===== src/rtl/hbg_pkg.sv =====
package hbg_pkg;

  typedef enum logic [1:0] {
    MODE_HS_ONLY     = 2'b00,
    MODE_SYNC_STATIC = 2'b01,
    MODE_SYNC_TOGGLE = 2'b10
  } ls_mode_e;

  // Mode choice: toggle activity wins over the static level.
  function automatic ls_mode_e pick_mode(input logic toggling, input logic level);
    if (toggling) return MODE_SYNC_TOGGLE;
    if (level)    return MODE_SYNC_STATIC;
    return MODE_HS_ONLY;
  endfunction

  // Requested gates {upper, lower} for an accepted command level.
  function automatic logic [1:0] gate_request(input logic cmd_high, input ls_mode_e mode);
    if (!cmd_high)             return 2'b10;
    if (mode == MODE_HS_ONLY)  return 2'b00;
    return 2'b01;
  endfunction

endpackage


===== src/rtl/hbg_sync.sv =====
module hbg_sync #(
  parameter logic RST_VAL = 1'b0
) (
  input  logic clk,
  input  logic rst_n,
  input  logic d_async,
  output logic q_sync
);
  logic [1:0] stage;

  always_ff @(posedge clk or negedge rst_n) begin
    if (!rst_n) stage <= {2{RST_VAL}};
    else        stage <= {stage[0], d_async};
  end

  assign q_sync = stage[1];
endmodule


===== src/rtl/hbg_pulse_qual.sv =====
module hbg_pulse_qual #(
  parameter int   MIN_PULSE = 13,
  parameter logic RST_VAL   = 1'b1
) (
  input  logic clk,
  input  logic rst_n,
  input  logic lvl_in,
  output logic lvl_q
);
  localparam int CW = $clog2(MIN_PULSE + 1);
  localparam logic [CW-1:0] LAST = CW'(MIN_PULSE - 1);

  logic [CW-1:0] run_cnt;

  // A new level is taken only after MIN_PULSE consecutive differing samples.
  always_ff @(posedge clk or negedge rst_n) begin
    if (!rst_n) begin
      lvl_q   <= RST_VAL;
      run_cnt <= '0;
    end else if (lvl_in == lvl_q) begin
      run_cnt <= '0;
    end else if (run_cnt == LAST) begin
      lvl_q   <= lvl_in;
      run_cnt <= '0;
    end else begin
      run_cnt <= run_cnt + 1'b1;
    end
  end
endmodule


===== src/rtl/hbg_toggle_det.sv =====
module hbg_toggle_det #(
  parameter int DET_GAP  = 139,
  parameter int FILT_CYC = 600
) (
  input  logic clk,
  input  logic rst_n,
  input  logic lvl_in,
  output logic toggling
);
  localparam int CW = $clog2(FILT_CYC + 1);
  localparam logic [CW-1:0] GAP_LIM   = CW'(DET_GAP);
  localparam logic [CW-1:0] FILT_LAST = CW'(FILT_CYC - 1);
  localparam logic [CW-1:0] SAT       = CW'(FILT_CYC);

  logic          prev_lvl;
  logic [CW-1:0] since_edge;
  logic          edge_seen;

  assign edge_seen = lvl_in ^ prev_lvl;

  always_ff @(posedge clk or negedge rst_n) begin
    if (!rst_n) begin
      prev_lvl   <= 1'b0;
      since_edge <= SAT;
      toggling   <= 1'b0;
    end else begin
      prev_lvl <= lvl_in;
      if (edge_seen) begin
        if (since_edge < GAP_LIM) toggling <= 1'b1;
        since_edge <= '0;
      end else begin
        if (since_edge != SAT)       since_edge <= since_edge + 1'b1;
        if (since_edge == FILT_LAST) toggling   <= 1'b0;
      end
    end
  end
endmodule


===== src/rtl/hbg_dead_time.sv =====
module hbg_dead_time #(
  parameter int DT_HL = 3,
  parameter int DT_LH = 4
) (
  input  logic clk,
  input  logic rst_n,
  input  logic force_off,
  input  logic want_hs,
  input  logic want_ls,
  output logic hs_on,
  output logic ls_on,
  output logic hs_ready,
  output logic ls_ready
);
  localparam int DT_MAX = (DT_HL > DT_LH) ? DT_HL : DT_LH;
  localparam int CW     = $clog2(DT_MAX + 1);
  localparam logic [CW-1:0] HS_WAIT  = CW'(DT_LH - 1);
  localparam logic [CW-1:0] LS_WAIT  = CW'(DT_HL - 1);
  localparam logic [CW-1:0] IDLE_SAT = CW'(DT_MAX - 1);

  logic [CW-1:0] idle_cnt;

  assign hs_ready = (idle_cnt >= HS_WAIT);
  assign ls_ready = (idle_cnt >= LS_WAIT);

  always_ff @(posedge clk or negedge rst_n) begin
    if (!rst_n) begin
      hs_on    <= 1'b0;
      ls_on    <= 1'b0;
      idle_cnt <= '0;
    end else if (force_off) begin
      hs_on    <= 1'b0;
      ls_on    <= 1'b0;
      idle_cnt <= '0;
    end else if (hs_on) begin
      if (!want_hs) begin
        hs_on    <= 1'b0;
        idle_cnt <= '0;
      end
    end else if (ls_on) begin
      if (!want_ls) begin
        ls_on    <= 1'b0;
        idle_cnt <= '0;
      end
    end else if (want_hs && hs_ready) begin
      hs_on <= 1'b1;
    end else if (want_ls && ls_ready) begin
      ls_on <= 1'b1;
    end else if (idle_cnt != IDLE_SAT) begin
      idle_cnt <= idle_cnt + 1'b1;
    end
  end
endmodule


===== src/rtl/hb_gate_seq.sv =====
module hb_gate_seq
  import hbg_pkg::*;
#(
  parameter int DT_HL     = 3,
  parameter int DT_LH     = 4,
  parameter int MIN_PULSE = 13,
  parameter int DET_GAP   = 139,
  parameter int FILT_CYC  = 600
) (
  input  logic       clk,
  input  logic       rst_n,
  input  logic       pwm_in,
  input  logic       lscon_in,
  input  logic       force_off,
  output logic       hs_gate,
  output logic       ls_gate,
  output logic [1:0] mode_o
);
  logic       pwm_s;
  logic       lscon_s;
  logic       pwm_q;
  logic       toggling;
  ls_mode_e   mode;
  logic [1:0] req;
  logic       hs_ready;
  logic       ls_ready;

  hbg_sync #(.RST_VAL(1'b1)) u_sync_pwm (
    .clk(clk), .rst_n(rst_n), .d_async(pwm_in), .q_sync(pwm_s)
  );

  hbg_sync #(.RST_VAL(1'b0)) u_sync_lscon (
    .clk(clk), .rst_n(rst_n), .d_async(lscon_in), .q_sync(lscon_s)
  );

  hbg_pulse_qual #(.MIN_PULSE(MIN_PULSE), .RST_VAL(1'b1)) u_qual (
    .clk(clk), .rst_n(rst_n), .lvl_in(pwm_s), .lvl_q(pwm_q)
  );

  hbg_toggle_det #(.DET_GAP(DET_GAP), .FILT_CYC(FILT_CYC)) u_det (
    .clk(clk), .rst_n(rst_n), .lvl_in(lscon_s), .toggling(toggling)
  );

  assign mode = pick_mode(toggling, lscon_s);
  assign req  = gate_request(pwm_q, mode);

  hbg_dead_time #(.DT_HL(DT_HL), .DT_LH(DT_LH)) u_dt (
    .clk(clk), .rst_n(rst_n), .force_off(force_off),
    .want_hs(req[1]), .want_ls(req[0]),
    .hs_on(hs_gate), .ls_on(ls_gate),
    .hs_ready(hs_ready), .ls_ready(ls_ready)
  );

  assign mode_o = mode;
endmodule


===== config.mk =====
export PLATFORM = sky130hd
export DESIGN_NAME = hb_gate_seq
export DESIGN_NICKNAME = d
export VERILOG_FILES = /design/src/rtl/hbg_pkg.sv /design/src/rtl/hbg_sync.sv /design/src/rtl/hbg_pulse_qual.sv /design/src/rtl/hbg_toggle_det.sv /design/src/rtl/hbg_dead_time.sv /design/src/rtl/hb_gate_seq.sv
export SDC_FILE = /design/constraint.sdc
export NUM_CORES = 1
export LEC_CHECK = 0
export BUFFER_PORTS_ARGS = -buffer_cell sky130_fd_sc_hd__clkbuf_2
export CAP_MARGIN = 20
export CORE_UTILIZATION = 45
export DETAILED_ROUTE_END_ITERATION = 7
export PLACE_DENSITY = 0.72
export SLEW_MARGIN = 20
export SYNTH_ARGS = -nofsm -noshare
export SYNTH_HDL_FRONTEND = slang
export SYNTH_SLANG_ARGS = --single-unit

===== constraint.sdc =====
create_clock -name clk -period 4.5 [get_ports clk]
set_input_delay 0.225 -clock clk [delete_from_list [all_inputs] [get_ports clk]]
set_output_delay 0.225 -clock clk [all_outputs]
set_load 0.01 [all_outputs]

Word level (Yosys, flattened, before mapping)
Cells that the tools add are included.
- equal/unequal tests: 11
- reduce and logical (&&, ||, !) cells: 9
- shift operators: 0
- multiply operators: 0
- bitwise gates (word level): 2
- muxes and demuxes: 39
- add/subtract/negate cells: 3
- $lt $le $gt $ge: 3
- div/mod/pow operators: 0
- operators by type and width (cell ; number):
    3-bit two-way mux ; 8
    10-bit two-way mux ; 2
    1-bit two-way mux ; 19
    2-bit two-way mux ; 8
    10-bit by 1-bit adder with 10-bit output, second input constant ; 1
    10-bit == test, second input constant ; 1
    10-bit by 8-bit less-than comparator with 1-bit output, second input constant ; 1
    10-bit inequality test, second input constant ; 1
    4-bit two-way mux ; 2
    4-bit by 2-bit inequality test with 1-bit output, second input constant ; 2
    3-bit by 2-bit greater-or-equal comparator with 1-bit output, second input constant ; 2
    5-bit AND reduction ; 1
    4-bit by 1-bit adder with 4-bit output, second input constant ; 1
    4-bit == test, second input constant ; 1
    2-bit inequality test, second input constant ; 2
    4-bit by 3-bit inequality test with 1-bit output, second input constant ; 1
    2-bit AND reduction ; 2
    2-bit nonzero test ; 2
    4-bit nonzero test ; 1
    3-bit by 1-bit adder with 3-bit output, second input constant ; 1
    3-bit by 2-bit inequality test with 1-bit output, second input constant ; 1
    3-bit inequality test, second input constant ; 1
    1-bit logical AND ; 2
    2-bit logical NOT ; 1
    other kinds (3) ; 3
- output and inout bits: 4
- register bits: 26
- input port bits: 5
- ROM bits: 0
- memory bits (writable): 0
- bits in latches: 0
- memories kept: 0
- logic and storage cells: 77

Longest topological paths before layout
Gate-level depths: netlist of run 1.
- depth after elaboration: 15
- mapped depth: 7
- depth with buffers taken out: 6

Modules after synthesis
Synthesis of run 1 repeated with hierarchy kept, for this count alone.
- cells, all modules: 137
- area, all modules: 1422.6 µm²
- modules (own cells, without submodules) (module ; sequential area each (µm²) ; times used ; cells each ; area each (µm²)):
    hbg_toggle_det ; 305.3 ; 1 ; 64 ; 654.4
    hbg_dead_time ; 125.1 ; 1 ; 43 ; 399.1
    hbg_pulse_qual ; 126.4 ; 1 ; 22 ; 241.5
    hbg_sync (u_sync_pwm) ; 52.6 ; 1 ; 2 ; 52.6
    hbg_sync (u_sync_lscon) ; 50.0 ; 1 ; 2 ; 50.0
    hb_gate_seq ; 0.0 ; 1 ; 4 ; 25.0

Worst setup path before layout of run 1
Ideal clock, no wire load.
- kind: register to register
- start point: register u_dt.idle_cnt[0]
- end point: register u_dt.idle_cnt[2]
- slack: 3055 ps
- path buffers: 0
- required time: 4399 ps
- library setup time: 101 ps
- period minus slack after synthesis: 1445 ps
- arrival: 1344 ps
- stages on the path, launching flop included: 7
- cell sequence: dfrtp_1 > ha_1 > ha_1 > inv_2 > nand2_1 > or3b_1 > o32ai_1
- word-level cells in the longest chain between the ends: 7
- elaborated cells between the ends (all ways): 16
- those cells by class: add/sub: 1; order compare: 2; eq/ne: 3; mux: 6; reduce/logical: 4
- ends and longest elaborated chain (item ; line ; RTL):
    start, declared ; hbg_dead_time.sv:21 ; logic [CW-1:0] idle_cnt;
    start signal, assigned ; hbg_dead_time.sv:50 ; idle_cnt <= idle_cnt + 1'b1;
    3-bit by 1-bit adder with 3-bit output ; hbg_dead_time.sv:50 ;
    3-bit two-way mux ; hbg_dead_time.sv:49 ; end else if (idle_cnt != IDLE_SAT) begin
    3-bit two-way mux ; hbg_dead_time.sv:47 ; end else if (want_ls && ls_ready) begin
    3-bit two-way mux ; hbg_dead_time.sv:45 ; end else if (want_hs && hs_ready) begin
    3-bit two-way mux ; hbg_dead_time.sv:40 ; end else if (ls_on) begin
    3-bit two-way mux ; hbg_dead_time.sv:35 ; end else if (hs_on) begin
    3-bit two-way mux ; hbg_dead_time.sv:31 ; end else if (force_off) begin
Several ways; a longest one is shown, not always the timed one. The select of a mux whose other input is x is not followed.
A chain may end at the register's enable or synchronous reset.

Worst setup path after layout of run 1
Same ends and word-level chain as after synthesis.

==> impl_results.md, run 1 <==
- Die height: 55.5 microns
- # port buffers: 8
- Vias in the first global route: 883
- Iteration-0 DRC Markers: 17
- Clock Tree Buf Depth: 2
- Global route overflow: 0
- Type of the worst min-delay path: input pin to register
- FFs w/ async S/R, synth: 100%
- Endpoint, Worst Hold: u_dt.ls_on$_DFFE_PN0P_
- Max-cap violations: 0
- Post-Route Setup TNS: 0 ns
- CP endpoint kind: register
- Met2 WL: 1100 microns
- Kind of critical path: register to register
- R2R Setup Slk: roughly 2.9 ns
- Top FF cell, synth: dfrtp_1
- Total track usage: between 10% and 20%
- Drt total wl: ~2200 microns
- Max layer used: met4
- Fmax: between 600 and 700 MHz
- Final Slew Violations: 0
- Seq/Total Area, Yosys: between 50% and 60%
- Worst skew pair latency: 0.31 ns
- CTS tree: built
- Reg-to-reg critical path endpoint: u_dt.idle_cnt[2]$_DFFE_PN0P_
- Largest net degree at the start of global routing: 27
- CP delay by family, top: flip-flops
- Crit path max-delay cell type: dfrtp_1
- Worst r2r path cells: 6
- Residual DRC count: 0
- Max incr delay on CP: 0.45 ns
- RSZ-0062 raised after global routing: false
- Final hold vios: 0
- Layout area overhead: 10.8%
- Worst setup margin: between 2 and 3 ns
- WL/cell: 13.2 microns
- First-pass GRT wire length: about 3800 microns
- Critical path arrival: 1.81 ns
- Syn nets: 133
- Die area: 3080 sq um
- Sw Pwr: between 0.00015 and 0.0002 W
- Fin Clk Skew: 0.00260 ns
- Core Area: 2730 sq um
- Buf+Inv Stages, Crit Path: 1
- WL met3: approximately 51 microns
- Combinational power share: 20.7%
- Worst slew margin: 38.4%
- WP data required: about 4.7 ns
- Library cells used by synthesis: 38
- Syn_area_per_cell: 10.6 sq um
- Via density: 5.52
- Power Internal: 0.000396 W
- Most frequent cells after synthesis: dfrtp_1 (19), nor2_1 (13), dfstp_2 (7), inv_1 (7), xor2_1 (7)
- VDD IR max: about 250 uV
- Pleak: around 0.6 nW
- Crit-path max FO: 5
- GP Congestion: about 0.87
- Top cell type by total area after synthesis: dfrtp_1
- Most common cell in the netlist: dfrtp_1
- Hold_sp: force_off
- Sw frac: 28.5%
- Final nets: 146
- ANT cells: 0
- Initial antenna violation count: 0
- Clock share of power: between 20% and 30%
- Cells after DPL: 158
- Minimum clock period: 1.59 ns
- Clock Tree Root: clkbuf_4
- Outcome: finished, final reports clean
- Drt first pass iters: 4
- Dpl ws: between 2 and 3 ns
- Ports: 9
- Worst setup SP type: register
- DP HPWL: 1650 microns
- Cell mode on critical path: ha_1
- Hold depth: 2
- Crit-path cells: ha_1 > ha_1 > inv_2 > nand2_1 > or3b_1 > o32ai_1
- Clk slew on worst S/H paths: about 0.13 ns
- Clock buffer count from CTS: 3
- Yosys warnings: 0
- Flops & latches, synth: 26
- Starting Density: 47.1%
- Main area contributors after synthesis: dfrtp_1 (37%), dfstp_2 (14%), ha_1 (5.8%)
- ANT nets after route: 0
- Top cell type's share of synthesized area: 36.9%
- DRT met1 WL: 1010 microns
- Row count: 19
- Worst Max-Slew Pin Slew: 0.920 ns
- Final Non-Filler Cells: 165
- Share of cells above drive strength 1: 17.2%
- R2R Path Start: u_dt.idle_cnt[0]$_DFFE_PN0P_
- CTS Sinks: 26
- H-tree lvl count: 1
- Final setup fails: 0
- Sequential Power Share: about 51%
- Final period utilization: 35.4%
- Die width: 55.5 microns
- Gate Count Post-Synth: ~120
- DR vias: 910
- Power Dens Cells: 388 nW/um^2
- Post-synth EDFFs: 0
- Post-Syn Area: 1290 sq um
[registers in the layout, indices dropped and copies added, names as in the netlist]
name	count
u_det.prev_lvl	1
u_det.toggling	1
u_dt.ls_on	1
u_dt.idle_cnt	3
u_qual.run_cnt	4
u_sync_lscon.stage	2
u_qual.lvl_q	1
u_sync_pwm.stage	2
u_dt.hs_on	1
u_det.since_edge	10
[worst register-to-register path: cells and delay by family (launching register included)]
kind | cells | cell delay, ns
compound gates | 1 | 0.15
fa+ha+maj | 2 | 0.40
buf+inv | 1 | 0.06
flops | 1 | 0.45
simple gates | 2 | 0.43
[cell type report]
type | instances | area (sq um)
clock inverters | 1 | 30.0
inverters | 10 | 37.5
flip-flops and latches | 26 | 659
fillers | 241 | 1310
well taps | 31 | 38.8
clock buffers | 3 | 22.5
repair buffers | 11 | 70.1
multi-input cells | 83 | 569
[through the flow]
stage / utilization, % / hold WS, ns / cell area, sq um / power, W
3_3_place_gp: 49.2 / 0.257 / 1350 / 0.000394
6_report: 52.2 / 0.141 / 1430 / 0.000554
4_1_cts: 52.2 / 0.120 / 1430 / 0.000563
2_1_floorplan: - / -0.0706 / 1290 / 0.000366
5_1_grt: 52.2 / 0.153 / 1430 / 0.000593
3_5_place_dp: 49.2 / 0.266 / 1350 / 0.000403
[metal layers]
metal,up-vias,global-route usage [%]
met1,448,21.0
met3,2,2.11
met4,0,4.64
li1,447,-
met5,-,0
met2,13,25.8
[power groups by stage]
| stage | clock network [W] | registers (W) | logic, W |
|---|---|---|---|
| detailed placement | 0 | 0.000289 | 0.000114 |
| global route | 0.000171 | 0.000290 | 0.000133 |
| CTS | 0.000162 | 0.000285 | 0.000117 |
| finish | 0.000155 | 0.000285 | 0.000115 |
| floorplan | 0 | 0.000285 | 0.0000815 |
| global placement | 0 | 0.000287 | 0.000107 |
[repair_timing]
item | CTS | global route
setup buffers | 0 | 0
setup endpoints to repair | 0 | 0
hold buffers | 3 | 0
hold endpoints to repair | 21 | 0
resized for setup | 0 | 0
[worst max path at each step]
stage	slack [ns]	start	cells past startpoint	end
floorplan	3.05	u_dt.idle_cnt[0]$_DFFE_PN0P_	6	u_dt.idle_cnt[2]$_DFFE_PN0P_
global placement	2.97	u_dt.idle_cnt[0]$_DFFE_PN0P_	6	u_dt.idle_cnt[2]$_DFFE_PN0P_
detailed placement	2.93	u_sync_lscon.stage[1]$_DFF_PN0_	4	u_det.toggling$_DFFE_PN0P_
CTS	2.90	u_dt.idle_cnt[0]$_DFFE_PN0P_	6	u_dt.idle_cnt[2]$_DFFE_PN0P_
global route	2.75	u_sync_lscon.stage[1]$_DFF_PN0_	4	u_det.toggling$_DFFE_PN0P_
finish	2.91	u_dt.idle_cnt[0]$_DFFE_PN0P_	6	u_dt.idle_cnt[2]$_DFFE_PN0P_
[cell families (layout without fill, tap and decap cells)]
kind of cell | Yosys count | count (layout) | synth area share, %
buffers and inverters | 13 | 25 | 4.66
adder cells (fa/ha/maj) | 6 | 6 | 5.83
multiplexers | 3 | 3 | 2.43
AO/OA/AOI/OAI | 19 | 19 | 9.42
AND/OR/NAND/NOR | 44 | 44 | 19.0
XOR/XNOR | 11 | 11 | 7.48
flip-flops | 26 | 26 | 51.2
[cell usage in the layout (no fill, tap or decap), types with 2 or more instances in the layout]
cell / synthesis / routed
nor3_1: 4 / 4
inv_2: 2 / 2
inv_1: 7 / 7
nand2b_1: 2 / 2
a21oi_1: 6 / 6
o21ai_0: 2 / 2
dfstp_2: 7 / 7
nor2_1: 13 / 13
dfrtp_1: 19 / 19
clkbuf_2: 0 / 8
ha_1: 6 / 6
o21ai_1: 3 / 3
and3_1: 3 / 3
o32ai_1: 3 / 3
nand3_1: 4 / 4
nand2_1: 4 / 4
xnor2_1: 4 / 4
nand4_1: 3 / 3
dlygate4sd3_1: 0 / 3
nor3_2: 2 / 2
xor2_1: 7 / 7
mux2i_1: 2 / 2
clkbuf_4: 0 / 3
nor2b_1: 2 / 2
Note: power is estimated with default switching activity, not from simulation.
==> inputs of run 2 (changes only) <==
==> constraint.sdc (replaced) <==
create_clock -name clk -period 1.7 [get_ports clk]
set_input_delay 0.085 -clock clk [delete_from_list [all_inputs] [get_ports clk]]
set_output_delay 0.085 -clock clk [all_outputs]
set_load 0.01 [all_outputs]
==> impl_results.md, run 2 (synthesized netlist as in run 1, its figures left out) <==
- Outcome: finished, final reports clean (unchanged)
- Worst skew pair latency: 0.32 ns (was 0.31 ns)
- Fmax: 618 MHz (was 627 MHz)
- Worst slew margin: 59.3% (was 38.4%)
- H-tree lvl count: 1 (unchanged)
- ANT cells: 0 (unchanged)
- Worst setup SP type: register (unchanged)
- Total track usage: 16.4% (was 15.5%)
- Largest net degree at the start of global routing: 27 (unchanged)
- Initial antenna violation count: 0 (unchanged)
- Drt total wl: 2270 microns (was 2180 microns)
- Largest regs: u_det.since_edge: 10 flops, u_qual.run_cnt: 4 flops, u_dt.idle_cnt: 3 flops (unchanged)
- Minimum clock period: 1.62 ns (was 1.59 ns)
- Cells after DPL: 159 (was 158)
- Die area: 3080 sq um (unchanged)
- Clock buffer count from CTS: 3 (unchanged)
- Vias in the first global route: 933 (was 883)
- DR vias: 930 (was 910)
- Reg-to-reg critical path endpoint: u_dt.idle_cnt[1]$_DFFE_PN0P_ (was u_dt.idle_cnt[2]$_DFFE_PN0P_)
- Type of the worst min-delay path: input pin to asynchronous set/reset pin (was input pin to register)
- Starting Density: 47.1% (unchanged)
- ANT nets after route: 0 (unchanged)
- Critical path arrival: 1.84 ns (was 1.81 ns)
- Power Dens Cells: 1030 nW/um^2 (was 388 nW/um^2)
- VDD IR max: 758 uV (was 250 uV)
- Commonest non-fill, non-tap cell in the layout: dfrtp_1 (unchanged)
- Final period utilization: 95.2% (was 35.4%)
- Clock Tree Buf Depth: 2 (unchanged)
- Row count: 19 (unchanged)
- Core Area: 2730 sq um (unchanged)
- Iteration-0 DRC Markers: 28 (was 17)
- Ports: 9 (unchanged)
- Via density: 5.57 (was 5.52)
- Kind of critical path: register to register (unchanged)
- CTS Sinks: 26 (unchanged)
- WP data required: 1.92 ns (was 4.71 ns)
- Max reg flops: 10 (unchanged)
- Final hold vios: 0 (unchanged)
- Pwr Total: 0.00149 W (was 0.000554 W)
- Drt first pass iters: 4 (unchanged)
- RSZ-0062 raised after global routing: false (unchanged)
- # resized after CTS: 0 (unchanged)
- Clock Tree Root: clkbuf_4 (unchanged)
- Most frequent cells in the layout: dfrtp_1 (19), nor2_1 (13), clkbuf_2 (8) (unchanged)
- Die height: 55.5 microns (unchanged)
- WL/cell: 13.6 microns (was 13.2 microns)
- Final Non-Filler Cells: 167 (was 165)
- Crit-path max FO: 5 (unchanged)
- R2R Setup Slk: 0.08 ns (was 2.91 ns)
- Post-Route Setup TNS: 0 ns (unchanged)
- CP endpoint kind: register (unchanged)
- Fin Clk Skew: 0.00712 ns (was 0.00260 ns)
- GP Congestion: 0.905 (was 0.872)
- Worst r2r path cells: 6 (unchanged)
- Top reg by flops: u_det.since_edge (unchanged)
- CTS tree: built (unchanged)
- Global route overflow: 0 (unchanged)
- Layout area overhead: 12.1% (was 10.8%)
- R2R Path Start: u_dt.idle_cnt[0]$_DFFE_PN0P_ (unchanged)
- Worst Max-Slew Pin Slew: 0.611 ns (was 0.920 ns)
- Pleak: 0.626 nW (was 0.617 nW)
- Final Slew Violations: 0 (unchanged)
- First-pass GRT wire length: 4000 microns (was 3820 microns)
- Max-cap violations: 0 (unchanged)
- Clk slew on worst S/H paths: 0.14 ns (was 0.13 ns)
- # port buffers: 8 (unchanged)
- Die width: 55.5 microns (unchanged)
- Residual DRC count: 0 (unchanged)
- Final nets: 148 (was 146)
- Share of cells above drive strength 1: 17.6% (was 17.2%)
- DP HPWL: 1630 microns (was 1650 microns)
- Final setup fails: 0 (unchanged)
==> run 2: critical path, stage by stage (launching register included) <==
cell     delay (ns)
dfrtp_1        0.46
ha_1           0.23
ha_1           0.19
inv_2          0.07
nand2_1        0.06
or3b_1         0.37
o32ai_1        0.15
==> run 2: metal layers <==
metal | GRT usage (%) | vias up | share of wire, %
met2 | 26.7 | 22 | 49
met3 | 2.81 | 4 | 2.8
met1 | 21.3 | 454 | 47
met5 | 0 | - | 0
met4 | 7.86 | 0 | 1.5
li1 | - | 450 | -
==> run 2: layout make-up <==
class | instances | area [sq um]
multi-input cells | 83 | 569
inverters | 10 | 37.5
clock inverters | 1 | 30.0
well taps | 31 | 38.8
repair buffers | 13 | 87.6
fillers | 243 | 1290
clock buffers | 3 | 22.5
flip-flops and latches | 26 | 659
==> run 2: report_power, final <==
group / switching [W] / leakage (nW) / internal, W
Sequential: 0.0000758 / 0.318 / 0.000679
Clock: 0.000179 / 0.0279 / 0.000238
Combinational: 0.000182 / 0.280 / 0.000136
==> run 2: timing repair <==
action / CTS / global route
hold buffers: 4 / 0
hold endpoints to repair: 23 / 0
buffers inserted: 0 / 0
==> run 2: per-stage QoR <==
| stage | worst slack (ns) | area (sq um) | hold WS (ns) | util (%) |
|---|---|---|---|---|
| after detailed placement | 0.134 | 1350 | 0.126 | 49.5 |
| final | 0.0817 | 1450 | 0.294 | 52.9 |
| after CTS | 0.0929 | 1450 | 0.302 | 52.9 |
| after floorplan | 0.255 | 1290 | -0.211 | - |
| after global placement | 0.212 | 1350 | 0.123 | 49.5 |
| after global routing | 0.0192 | 1450 | 0.358 | 52.9 |
==> run 2: worst max path at each step <==
stage	depth (start not counted)	endpoint	from
floorplan	6	u_dt.idle_cnt[2]$_DFFE_PN0P_	u_dt.idle_cnt[0]$_DFFE_PN0P_
global placement	6	u_dt.idle_cnt[2]$_DFFE_PN0P_	u_dt.idle_cnt[0]$_DFFE_PN0P_
detailed placement	6	u_dt.idle_cnt[1]$_DFFE_PN0P_	u_dt.idle_cnt[0]$_DFFE_PN0P_
CTS	6	u_dt.idle_cnt[1]$_DFFE_PN0P_	u_dt.idle_cnt[0]$_DFFE_PN0P_
global route	6	u_dt.idle_cnt[1]$_DFFE_PN0P_	u_dt.idle_cnt[0]$_DFFE_PN0P_
finish	6	u_dt.idle_cnt[1]$_DFFE_PN0P_	u_dt.idle_cnt[0]$_DFFE_PN0P_
